--- config.mk ---
export PLATFORM = sky130hd
export DESIGN_NAME = erase_seq
export DESIGN_NICKNAME = d
export VERILOG_FILES = /design/src/rtl/esq_pkg.sv /design/src/rtl/esq_addr_ctr.sv /design/src/rtl/esq_try_ctr.sv /design/src/rtl/esq_status.sv /design/src/rtl/erase_seq.sv
export SDC_FILE = /design/constraint.sdc
export NUM_CORES = 1
export LEC_CHECK = 0
export ABC_AREA = 1
export CORE_MARGIN = 3
export CORE_UTILIZATION = 41
export CTS_CLUSTER_SIZE = 14
export DETAILED_ROUTE_END_ITERATION = 10
export PLACE_DENSITY = 0.83
export SLEW_MARGIN = 20
export SYNTH_ARGS = -nofsm -noshare
export SYNTH_HDL_FRONTEND = slang
export SYNTH_SLANG_ARGS = --single-unit
--- constraint.sdc ---
create_clock -name clk -period 1.6 [get_ports clk]
set_input_delay 0.48 -clock clk [delete_from_list [all_inputs] [get_ports clk]]
set_output_delay 0.48 -clock clk [all_outputs]
set_load 0.03 [all_outputs]
--- src/rtl/esq_pkg.sv ---
// Package: shared state encoding and status-byte bit positions for the
// chip erase sequencer. Assumes an 8-bit polling status byte.
package esq_pkg;
    typedef enum logic [2:0] {
        ST_IDLE  = 3'd0,
        ST_PROG  = 3'd1,
        ST_PVER  = 3'd2,
        ST_ERASE = 3'd3,
        ST_EVER  = 3'd4,
        ST_FAIL  = 3'd5
    } esq_state_t;

    localparam int STAT_DONE_BIT = 7;
    localparam int STAT_TOG_BIT  = 6;
    localparam int STAT_TMO_BIT  = 5;
endpackage

--- src/rtl/esq_addr_ctr.sv ---
// Address walker: steps through locations 0..DEPTH-1 for one pass.
// Assumes clear has priority over increment and DEPTH >= 2.
module esq_addr_ctr #(
    parameter int DEPTH = 16
) (
    input  logic                     clk,
    input  logic                     rst_n,
    input  logic                     clr_i,
    input  logic                     inc_i,
    output logic [$clog2(DEPTH)-1:0] addr_o,
    output logic                     last_o
);
    localparam int AW = $clog2(DEPTH);
    localparam logic [AW-1:0] LAST = AW'(DEPTH - 1);

    // Holds the current pass position; rewinds on clear.
    always_ff @(posedge clk) begin
        if (!rst_n || clr_i) addr_o <= '0;
        else if (inc_i)      addr_o <= addr_o + 1'b1;
    end

    assign last_o = (addr_o == LAST);

    p_addr_in_range_r2: assert property (@(posedge clk) disable iff (!rst_n)
        (inc_i && !clr_i && last_o) |=> (addr_o == '0) || (addr_o == LAST))
        else $error("address walked past the last location");
endmodule

--- src/rtl/esq_try_ctr.sv ---
// Attempt counter shared by program passes and erase pulses.
// Assumes the controller never increments once the limit is reached.
module esq_try_ctr #(
    parameter int LIMIT = 6
) (
    input  logic clk,
    input  logic rst_n,
    input  logic clr_i,
    input  logic inc_i,
    output logic spent_o
);
    localparam int CW = $clog2(LIMIT + 1);
    localparam logic [CW-1:0] LIM = CW'(LIMIT);

    logic [CW-1:0] cnt_q;

    // Counts attempts in the current phase.
    always_ff @(posedge clk) begin
        if (!rst_n || clr_i) cnt_q <= '0;
        else if (inc_i)      cnt_q <= cnt_q + 1'b1;
    end

    assign spent_o = (cnt_q == LIM);

    p_no_overflow_r6: assert property (@(posedge clk) disable iff (!rst_n)
        spent_o |-> !(inc_i && !clr_i))
        else $error("attempt counter incremented past its limit");
endmodule

--- src/rtl/esq_status.sv ---
// Polling status byte: completion flag, read toggle and timeout flag.
// Assumes one status_rd_i cycle per host status read.
module esq_status (
    input  logic       clk,
    input  logic       rst_n,
    input  logic       run_i,
    input  logic       fail_i,
    input  logic       rd_i,
    output logic [7:0] stat_o
);
    import esq_pkg::*;

    logic tog_q;

    // Inverts the toggle bit on each status read while not idle.
    always_ff @(posedge clk) begin
        if (!rst_n)                        tog_q <= 1'b0;
        else if (rd_i && (run_i || fail_i)) tog_q <= ~tog_q;
    end

    // Assembles the status byte.
    always_comb begin
        stat_o                = '0;
        stat_o[STAT_DONE_BIT] = ~(run_i | fail_i);
        stat_o[STAT_TOG_BIT]  = tog_q;
        stat_o[STAT_TMO_BIT]  = fail_i;
    end
endmodule

--- src/rtl/erase_seq.sv ---
// Chip erase sequencer top: pre-programs all locations to zero with
// verify, then repeats erase pulse plus verify until all read erased,
// bounded by MAX_PULSES. Assumes combinational array read-back at
// arr_addr_o and one-cycle program/erase strobes.
module erase_seq #(
    parameter int DEPTH      = 16,
    parameter int DW         = 8,
    parameter int MAX_PULSES = 6
) (
    input  logic                     clk,
    input  logic                     rst_n,
    input  logic                     start_i,
    input  logic                     reset_cmd_i,
    input  logic                     status_rd_i,
    input  logic [DW-1:0]            arr_rdata_i,
    output logic [$clog2(DEPTH)-1:0] arr_addr_o,
    output logic                     arr_prog_o,
    output logic                     arr_erase_o,
    output logic                     busy_o,
    output logic                     done_o,
    output logic                     fail_o,
    output logic [7:0]               stat_o
);
    import esq_pkg::*;

    localparam logic [DW-1:0] ERASED = '1;
    localparam logic [DW-1:0] ZEROED = '0;

    esq_state_t state_q, state_d;
    logic addr_clr, addr_inc, last;
    logic try_clr, try_inc, spent;
    logic done_q;

    esq_addr_ctr #(.DEPTH(DEPTH)) u_addr (
        .clk(clk), .rst_n(rst_n), .clr_i(addr_clr), .inc_i(addr_inc),
        .addr_o(arr_addr_o), .last_o(last)
    );

    esq_try_ctr #(.LIMIT(MAX_PULSES)) u_try (
        .clk(clk), .rst_n(rst_n), .clr_i(try_clr), .inc_i(try_inc),
        .spent_o(spent)
    );

    // Sequencing decisions and array strobes for the current state.
    always_comb begin
        state_d     = state_q;
        addr_clr    = 1'b0;
        addr_inc    = 1'b0;
        try_clr     = 1'b0;
        try_inc     = 1'b0;
        arr_prog_o  = 1'b0;
        arr_erase_o = 1'b0;
        unique case (state_q)
            ST_IDLE: if (start_i) begin
                addr_clr = 1'b1;
                try_clr  = 1'b1;
                state_d  = ST_PROG;
            end
            ST_PROG: begin
                arr_prog_o = 1'b1;
                if (last) begin
                    addr_clr = 1'b1;
                    try_inc  = 1'b1;
                    state_d  = ST_PVER;
                end else begin
                    addr_inc = 1'b1;
                end
            end
            ST_PVER: begin
                if (arr_rdata_i != ZEROED) begin
                    addr_clr = 1'b1;
                    state_d  = spent ? ST_FAIL : ST_PROG;
                end else if (last) begin
                    addr_clr = 1'b1;
                    try_clr  = 1'b1;
                    state_d  = ST_ERASE;
                end else begin
                    addr_inc = 1'b1;
                end
            end
            ST_ERASE: begin
                arr_erase_o = 1'b1;
                try_inc     = 1'b1;
                state_d     = ST_EVER;
            end
            ST_EVER: begin
                if (arr_rdata_i != ERASED) begin
                    addr_clr = 1'b1;
                    state_d  = spent ? ST_FAIL : ST_ERASE;
                end else if (last) begin
                    addr_clr = 1'b1;
                    state_d  = ST_IDLE;
                end else begin
                    addr_inc = 1'b1;
                end
            end
            ST_FAIL: if (reset_cmd_i) state_d = ST_IDLE;
            default: state_d = ST_IDLE;
        endcase
    end

    // State register and the one-cycle success pulse.
    always_ff @(posedge clk) begin
        if (!rst_n) begin
            state_q <= ST_IDLE;
            done_q  <= 1'b0;
        end else begin
            state_q <= state_d;
            done_q  <= (state_q == ST_EVER) && (state_d == ST_IDLE);
        end
    end

    assign busy_o = (state_q != ST_IDLE) && (state_q != ST_FAIL);
    assign fail_o = (state_q == ST_FAIL);
    assign done_o = done_q;

    esq_status u_stat (
        .clk(clk), .rst_n(rst_n), .run_i(busy_o), .fail_i(fail_o),
        .rd_i(status_rd_i), .stat_o(stat_o)
    );

    p_one_strobe_r2: assert property (@(posedge clk) disable iff (!rst_n)
        !(arr_prog_o && arr_erase_o))
        else $error("program and erase strobes together");

    p_quiet_when_stopped_r7: assert property (@(posedge clk) disable iff (!rst_n)
        !busy_o |-> !arr_prog_o && !arr_erase_o)
        else $error("array strobe while not busy");

    p_fail_sticky_r7: assert property (@(posedge clk) disable iff (!rst_n)
        (fail_o && !reset_cmd_i) |=> fail_o)
        else $error("failed state left without reset command");

    p_done_single_r9: assert property (@(posedge clk) disable iff (!rst_n)
        done_o |=> !done_o && !busy_o)
        else $error("done pulse longer than one cycle");

    p_tog_frozen_idle_r5: assert property (@(posedge clk) disable iff (!rst_n)
        (!busy_o && !fail_o) |=> $stable(stat_o[STAT_TOG_BIT]))
        else $error("toggle bit moved in idle");

    p_done_flag_r4: assert property (@(posedge clk) disable iff (!rst_n)
        busy_o |-> !stat_o[STAT_DONE_BIT])
        else $error("completion flag set while busy");
endmodule

==> summary.md, run 1 <==
| Metric | Value |
|---|---|
| First-pass GRT wire length | 4.21 mm |
| Seq cells post-synth | 12 |
| Largest net degree at the start of global routing | 10 |
| Highest Clock Rate | 588 MHz |
| Peak supply drop | 531 uV |
| WS Path Type | reg2out |
| Post-Synthesis Cells | 139 |
| DRT iter0 DRCs | 38 |
| Antenna-violating nets left | 0 |
| Via density | 5.35 |
| Crit path required time | 1.12 ns |
| Endpoint type of the worst setup path | output port |
| Clock Latency Late Sink | 0.30 ns |
| RePlAce Congestion | 0.918 |
| Vias in the first global route | 966 |
| Antenna cells | 0 |
| Chip height | 53.4 um |
| Max cap viols | 0 |
| Leading cell types by total area after synthesis | dfxtp_1, nand2_1, nand3_1 |
| Vias | 1150 |
| Mapped Area | 921 um2 |
| Core Region | 0.00204 mm2 |
| Count leader, synth | nand2_1 |
| Crit Path Max Fanout | 4 |
| Synth Flop Type | dfxtp_1 |
| Hold Fails Final Rpt | 0 |
| Final Setup Violations | 5 |
| Post-synth EDFFs | 0 |
| Detailed placement HPWL | 1.83 mm |
| GRT Total Usage | 20.8% |
| Chip width | 53.4 um |
| Area share of the largest cell type after synthesis | 26.1% |
| Clock Tree Buf Depth | 2 |
| Full die area | 0.00285 mm2 |
| Fin. max-slew vios | 0 |
| DRC Markers | 0 |
| Clock slew seen by the registers of the worst setup and hold paths | 0.10 ns |
| IO Pins | 30 |
| Drt total wl | 3.38 mm |
| Total grt overflow | 0 |
| Static Leak | 0.000760 uW |
| Share of cells above drive strength 1 | 49.5% |
| PortBufs | 24 |
| Syn-to-layout area delta | 71.7% |
| Status | complete, but fails checks |
| Starting Density | 45.1% |
| Dpl ws | -0.449 ns |
| RSZ-0062 raised after global routing | yes |
| Clk root buf | clkbuf_4 |
| Drt pass-1 iters | 4 |
| Final nets | 205 |
| Area taken by multi-input logic gates | 726 um2 |
| Worst hold path class | reg2reg |
| H-tree levels | 1 |
| Final worst-path cycle share | 106% |
| # rows | 16 |
| Worst Skew | 0.00783 ns |
| Layout filler cell count | 119 |
| Cell Pwr Density | 511 mW/mm2 |
| Seq. cell area | 251 um2 |
| Syn_area_per_cell | 6.63 um2 |
| Final Core Density | 77.5% |
| CTS tree | built |
| Failing checks | negative setup slack |
| Startpoint types | flip-flop |
| Avg WL per Cell | 15.7 um |
| Unique masters post-synth | 29 |
| Synthesis warning total | 0 |
| Final WS setup | -0.0994 ns |
| Initial antenna violation count | 0 |
| Post-layout min period | 1.70 ns |
| Ys async rst share | 0% |
| Worst path arrival time | 1.22 ns |
| Yosys top cell by area | dfxtp_1 |
| Leading cell types by count after synthesis | nand2_1, nor2_1, dfxtp_1, nand3_1, inv_1 |
| Sequential share of the synthesized area | 26.1% |
| Clk sinks | 12 |
| Num CTS Buffers | 3 |
## critical path, stage by stage (launching register included)
cell	delay (ns)
dfxtp_4	0.39
inv_4	0.07
nand2_4	0.06
nor2_4	0.16
nor2_1	0.06
buf_4	0.17
## what timing repair did
action                                  4_1_cts  5_1_grt
pin swaps                                     3       24
endpoints found under the setup margin       14       13
resized for setup                            19       46
hold buffers                                  0        0
setup buffers                                 8        8
## area by class of cell
class / count / share of cell area, %
clock buffers: 4 / 2.29
inverters: 15 / 4.03
multi-input cells: 109 / 45.9
flip-flops and latches: 12 / 15.9
well taps: 27 / 2.14
repair buffers: 48 / 29.7
## placed cells by master (no fill, tap or decap), types with 5 or more instances in the layout
cell,instances
nand2_1,26
buf_4,22
nand2_2,13
nand3_1,9
dlymetal6s2s_1,8
buf_6,8
nor2_4,7
inv_2,7
nor2_1,7
nor2_2,7
a21oi_1,7
dfxtp_1,7
inv_1,6
nand3_4,5
conb_1,5
## routing by layer
layer	GRT usage [%]	vias to the layer above	part of all wire, %
met5	0	-	0
met4	11.1	0	4.9
met3	3.94	22	6.9
met2	37.3	57	49
met1	22.6	542	39
li1	-	529	-
## cells by family (layout without fill, tap and decap cells)
| group | after synthesis | in the layout | synth area share [%] |
|---|---|---|---|
| compound gates | 13 | 13 | 8.29 |
| xor+xnor | 2 | 2 | 1.90 |
| fa+ha+maj | 3 | 3 | 4.08 |
| buf+inv | 22 | 67 | 11.8 |
| flops | 12 | 12 | 26.1 |
| other cells | 1 | 5 | 0.407 |
| simple gates | 86 | 86 | 47.4 |
## per-stage QoR
stage	power, uW	cells	cell area [um2]	hold slack [ns]	TNS, ns
detailed placement	492	195	1220	0.442	-3.42
floorplan	429	143	958	0.423	-0.0398
global route	829	215	1580	0.480	-0.705
finish	808	215	1580	0.461	-0.300
global placement	488	195	1220	0.438	-3.22
CTS	757	207	1370	0.443	-0.222
## registers in the layout (all words and copies together), names as in the netlist
| register | count |
|---|---|
| u_try.cnt_q | 3 |
| state_q | 3 |
| u_addr.addr_o | 4 |
| u_stat.tog_q | 1 |
| done_o | 1 |
## final timing paths
| check | from | to | slack [ns] | depth (start not counted) |
|---|---|---|---|---|
| min | u_stat.tog_q$_SDFFE_PN0P_ | u_stat.tog_q$_SDFFE_PN0P_ | 0.46 | 1 |
| max reg2reg | state_q[2]$_SDFF_PN0_ | u_addr.addr_o[0]$_SDFFE_PP0P_ | 0.01 | 10 |
| max | state_q[1]$_SDFF_PN0_ | busy_o | -0.1 | 5 |
| min reg2reg | u_stat.tog_q$_SDFFE_PN0P_ | u_stat.tog_q$_SDFFE_PN0P_ | 0.46 | 1 |
## where the power goes
part           switching [uW]  total, uW  internal, uW
clock network             135        274           139
logic                     125        221          96.0
registers                9.54        313           303
total                     270        808           538
Note: power is estimated with default switching activity, not from simulation.
==> run 2: changes to the inputs <==
--- a/config.mk
+++ b/config.mk
@@ -7,10 +7,10 @@
 export LEC_CHECK = 0
 export ABC_AREA = 1
 export CORE_MARGIN = 3
-export CORE_UTILIZATION = 41
+export CORE_UTILIZATION = 45
 export CTS_CLUSTER_SIZE = 14
 export DETAILED_ROUTE_END_ITERATION = 10
-export PLACE_DENSITY = 0.83
+export PLACE_DENSITY = 0.88
 export SLEW_MARGIN = 20
 export SYNTH_ARGS = -nofsm -noshare
 export SYNTH_HDL_FRONTEND = slang
==> run 2 against run 1 <==
  * The run still ends with negative setup slack left
  * Via count decreased by 4.2%
  * Final cell count down 3.7%
  * Hold slack got worse by 0.012 ns
  * Sequential share of layout area rose by 1.4 points
  * Routed wire length down 8.1%
==> summary.md, run 2 (synthesized netlist as in run 1, its figures left out) <==
| Metric | Value |
|---|---|
| Hold path depth | 1 (unchanged) |
| Crit path required time | 1.12 ns (about the same) |
| Cells after DPL | 193 (-1.0%) |
| Hold Startpoint | u_stat.tog_q$_SDFFE_PN0P_ |
| Final Setup Violations | 3 (-2) |
| RSZ-0062 raised after global routing | yes |
| Clock Latency Late Sink | 0.27 ns (-0.03 ns) |
| Final WS setup | -0.0675 ns (+0.0319 ns) |
| Post-layout min period | 1.67 ns (-0.0319 ns) |
| DRT iter0 DRCs | 54 (+42%) |
| Largest net degree at the start of global routing | 10 (unchanged) |
| Reg-to-reg startpoint | u_addr.addr_o[0]$_SDFFE_PP0P_ |
| PortBufs | 24 (unchanged) |
| Antenna cells | 0 (unchanged) |
| Clock slew seen by the registers of the worst setup and hold paths | 0.08 ns (-0.02 ns) |
| Power share of the clock group | 32.8% (-1.1 points) |
| Initial antenna violation count | 0 (unchanged) |
| Worst hold path class | reg2reg |
| GRT Total Usage | 21.2% (+0.40 points) |
| Highest Clock Rate | 600 MHz (+1.9%) |
| RePlAce Congestion | 0.935 (+1.9%) |
| R2R Path End | u_addr.addr_o[1]$_SDFFE_PP0P_ |
| Max reg flops | 4 (unchanged) |
| Regs by FF count | u_addr.addr_o x4, state_q x3, u_try.cnt_q x3 |
| Net switching power | 228 uW (-16%) |
| Final nets | 199 (-2.9%) |
| Clock Tree Buf Depth | 2 (unchanged) |
| Hold Fails Final Rpt | 0 (unchanged) |
| Int Power | 516 uW (-4.1%) |
| Final worst-path cycle share | 104% (-2.0 points) |
| Num CTS Buffers | 3 (unchanged) |
| First-pass GRT wire length | 4.27 mm (+1.5%) |
| Vias in the first global route | 987 (+2.2%) |
| Comb pwr share | 25.0% (-2.3 points) |
| Fin. max-slew vios | 0 (unchanged) |
| Syn-to-layout area delta | 57.5% |
| Most frequent cells in the layout | nand2_1, buf_4, inv_1, nor2_1 |
| Drt total wl | 3.10 mm (-8.1%) |
| Worst path arrival time | 1.19 ns (-0.03 ns) |
| Cts hold-fix bufs | 0 (unchanged) |
| Total grt overflow | 0 (unchanged) |
| Fin cells | 207 (-3.7%) |
| Drt pass-1 iters | 4 (unchanged) |
| CP startpoint | state_q[2]$_SDFF_PN0_ |
| Share of cells above drive strength 1 | 41.8% (-7.7 points) |
| Layout filler cell count | 105 (-12%) |
| Share of power burned in registers | 42.2% (+3.5 points) |
| Crit Path Max Fanout | 3 (-1) |
| # rows | 15 (-1) |
| Status | complete, but fails checks |
| Worst reg2reg setup slack | 0.01 ns (about the same) |
| Chip height | 51.2 um (-4.0%) |
| H-tree levels | 1 (unchanged) |
| Via density | 5.32 (-0.47%) |
| Vias | 1102 (-4.2%) |
| Starting Density | 50.6% (+5.5 points) |
| Antenna-violating nets left | 0 (unchanged) |
| Chip width | 51.2 um (-4.0%) |
| IO Pins | 30 (unchanged) |
| Sw Share | 30.6% (-2.8 points) |
| Startpoint types | flip-flop |
| Biggest register | u_addr.addr_o |
| Peak supply drop | 478 uV (-10%) |
| R2r worst-path depth | 10 (unchanged) |
| Clk root buf | clkbuf_4 |
| Detailed placement HPWL | 1.82 mm (-0.72%) |
| Avg WL per Cell | 15.0 um (-4.6%) |
| DRC Markers | 0 (unchanged) |
| Hold Path End | u_stat.tog_q$_SDFFE_PN0P_ |
| Cell Pwr Density | 513 mW/mm2 (+0.44%) |
| Worst Skew | 0.00877 ns (+0.000941 ns) |
| Max cap viols | 0 (unchanged) |
| CTS tree | built |
| Most common cell after layout, fill and taps aside | nand2_1 |
| Dpl ws | -0.455 ns (-0.00609 ns) |
| WS Path Type | reg2out |
| Endpoint type of the worst setup path | output port |
| Full die area | 0.00263 mm2 (-7.9%) |
| Failing checks | negative setup slack |
| Core Region | 0.00182 mm2 (-11%) |
| Clk sinks | 12 (unchanged) |
| Static Leak | 0.000710 uW (-6.5%) |
| Final Core Density | 79.7% (+2.2 points) |
## run 2: layout make-up
type	count	area (um2)	share of cell area, %
multi-input cells	109	687	47.4
repair buffers	42	385	26.6
flip-flops and latches	12	251	17.3
inverters	15	58.8	4.06
clock buffers	4	36.3	2.50
well taps	25	31.3	2.16
## run 2: worst max path at each step
| stage | end | cells after the start |
|---|---|---|
| finish | busy_o | 4 |
| global route | busy_o | 4 |
| CTS | busy_o | 5 |
| detailed placement | u_addr.addr_o[0]$_SDFFE_PP0P_ | 10 |
| global placement | u_addr.addr_o[0]$_SDFFE_PP0P_ | 10 |
| floorplan | busy_o | 4 |
## run 2: repair_timing
item                       in CTS  in global routing
pin swaps                       3                 20
setup endpoints to repair      18                 15
resized for setup              15                 29
buffers inserted                2                  8
cloned                          0                  0
## run 2: critical path: stages (launching register included)
cell and delay [ns]:
dfxtp_2 0.34, buf_6 0.12, nor3_4 0.22, nor2_1 0.06, buf_4 0.17
## run 2: power groups by stage
stage	Combinational (uW)	Clock (uW)	Sequential, uW
final	186	244	314
after CTS	172	244	313
after detailed placement	172	0	321
after global routing	197	258	315
after floorplan	103	0	326
after global placement	168	0	321
## run 2: stage by stage
stage          power (uW)  instance area (um2)  hold slack [ns]  setup TNS [ns]
2_1_floorplan         429                  958            0.423         -0.0398
4_1_cts               728                 1290            0.449         -0.0873
5_1_grt               770                 1450            0.465          -0.518
3_5_place_dp          493                 1220            0.441           -3.89
6_report              744                 1450            0.449          -0.147
3_3_place_gp          488                 1220            0.437           -3.16
## run 2: per-layer routing
layer / up-vias / part of all wire [%] / GRT usage (%)
li1: 522 / - / -
met1: 507 / 38 / 23.4
met2: 59 / 52 / 38.4
met3: 14 / 6.4 / 3.79
met4: 0 / 3.5 / 10.9
met5: - / 0 / 0
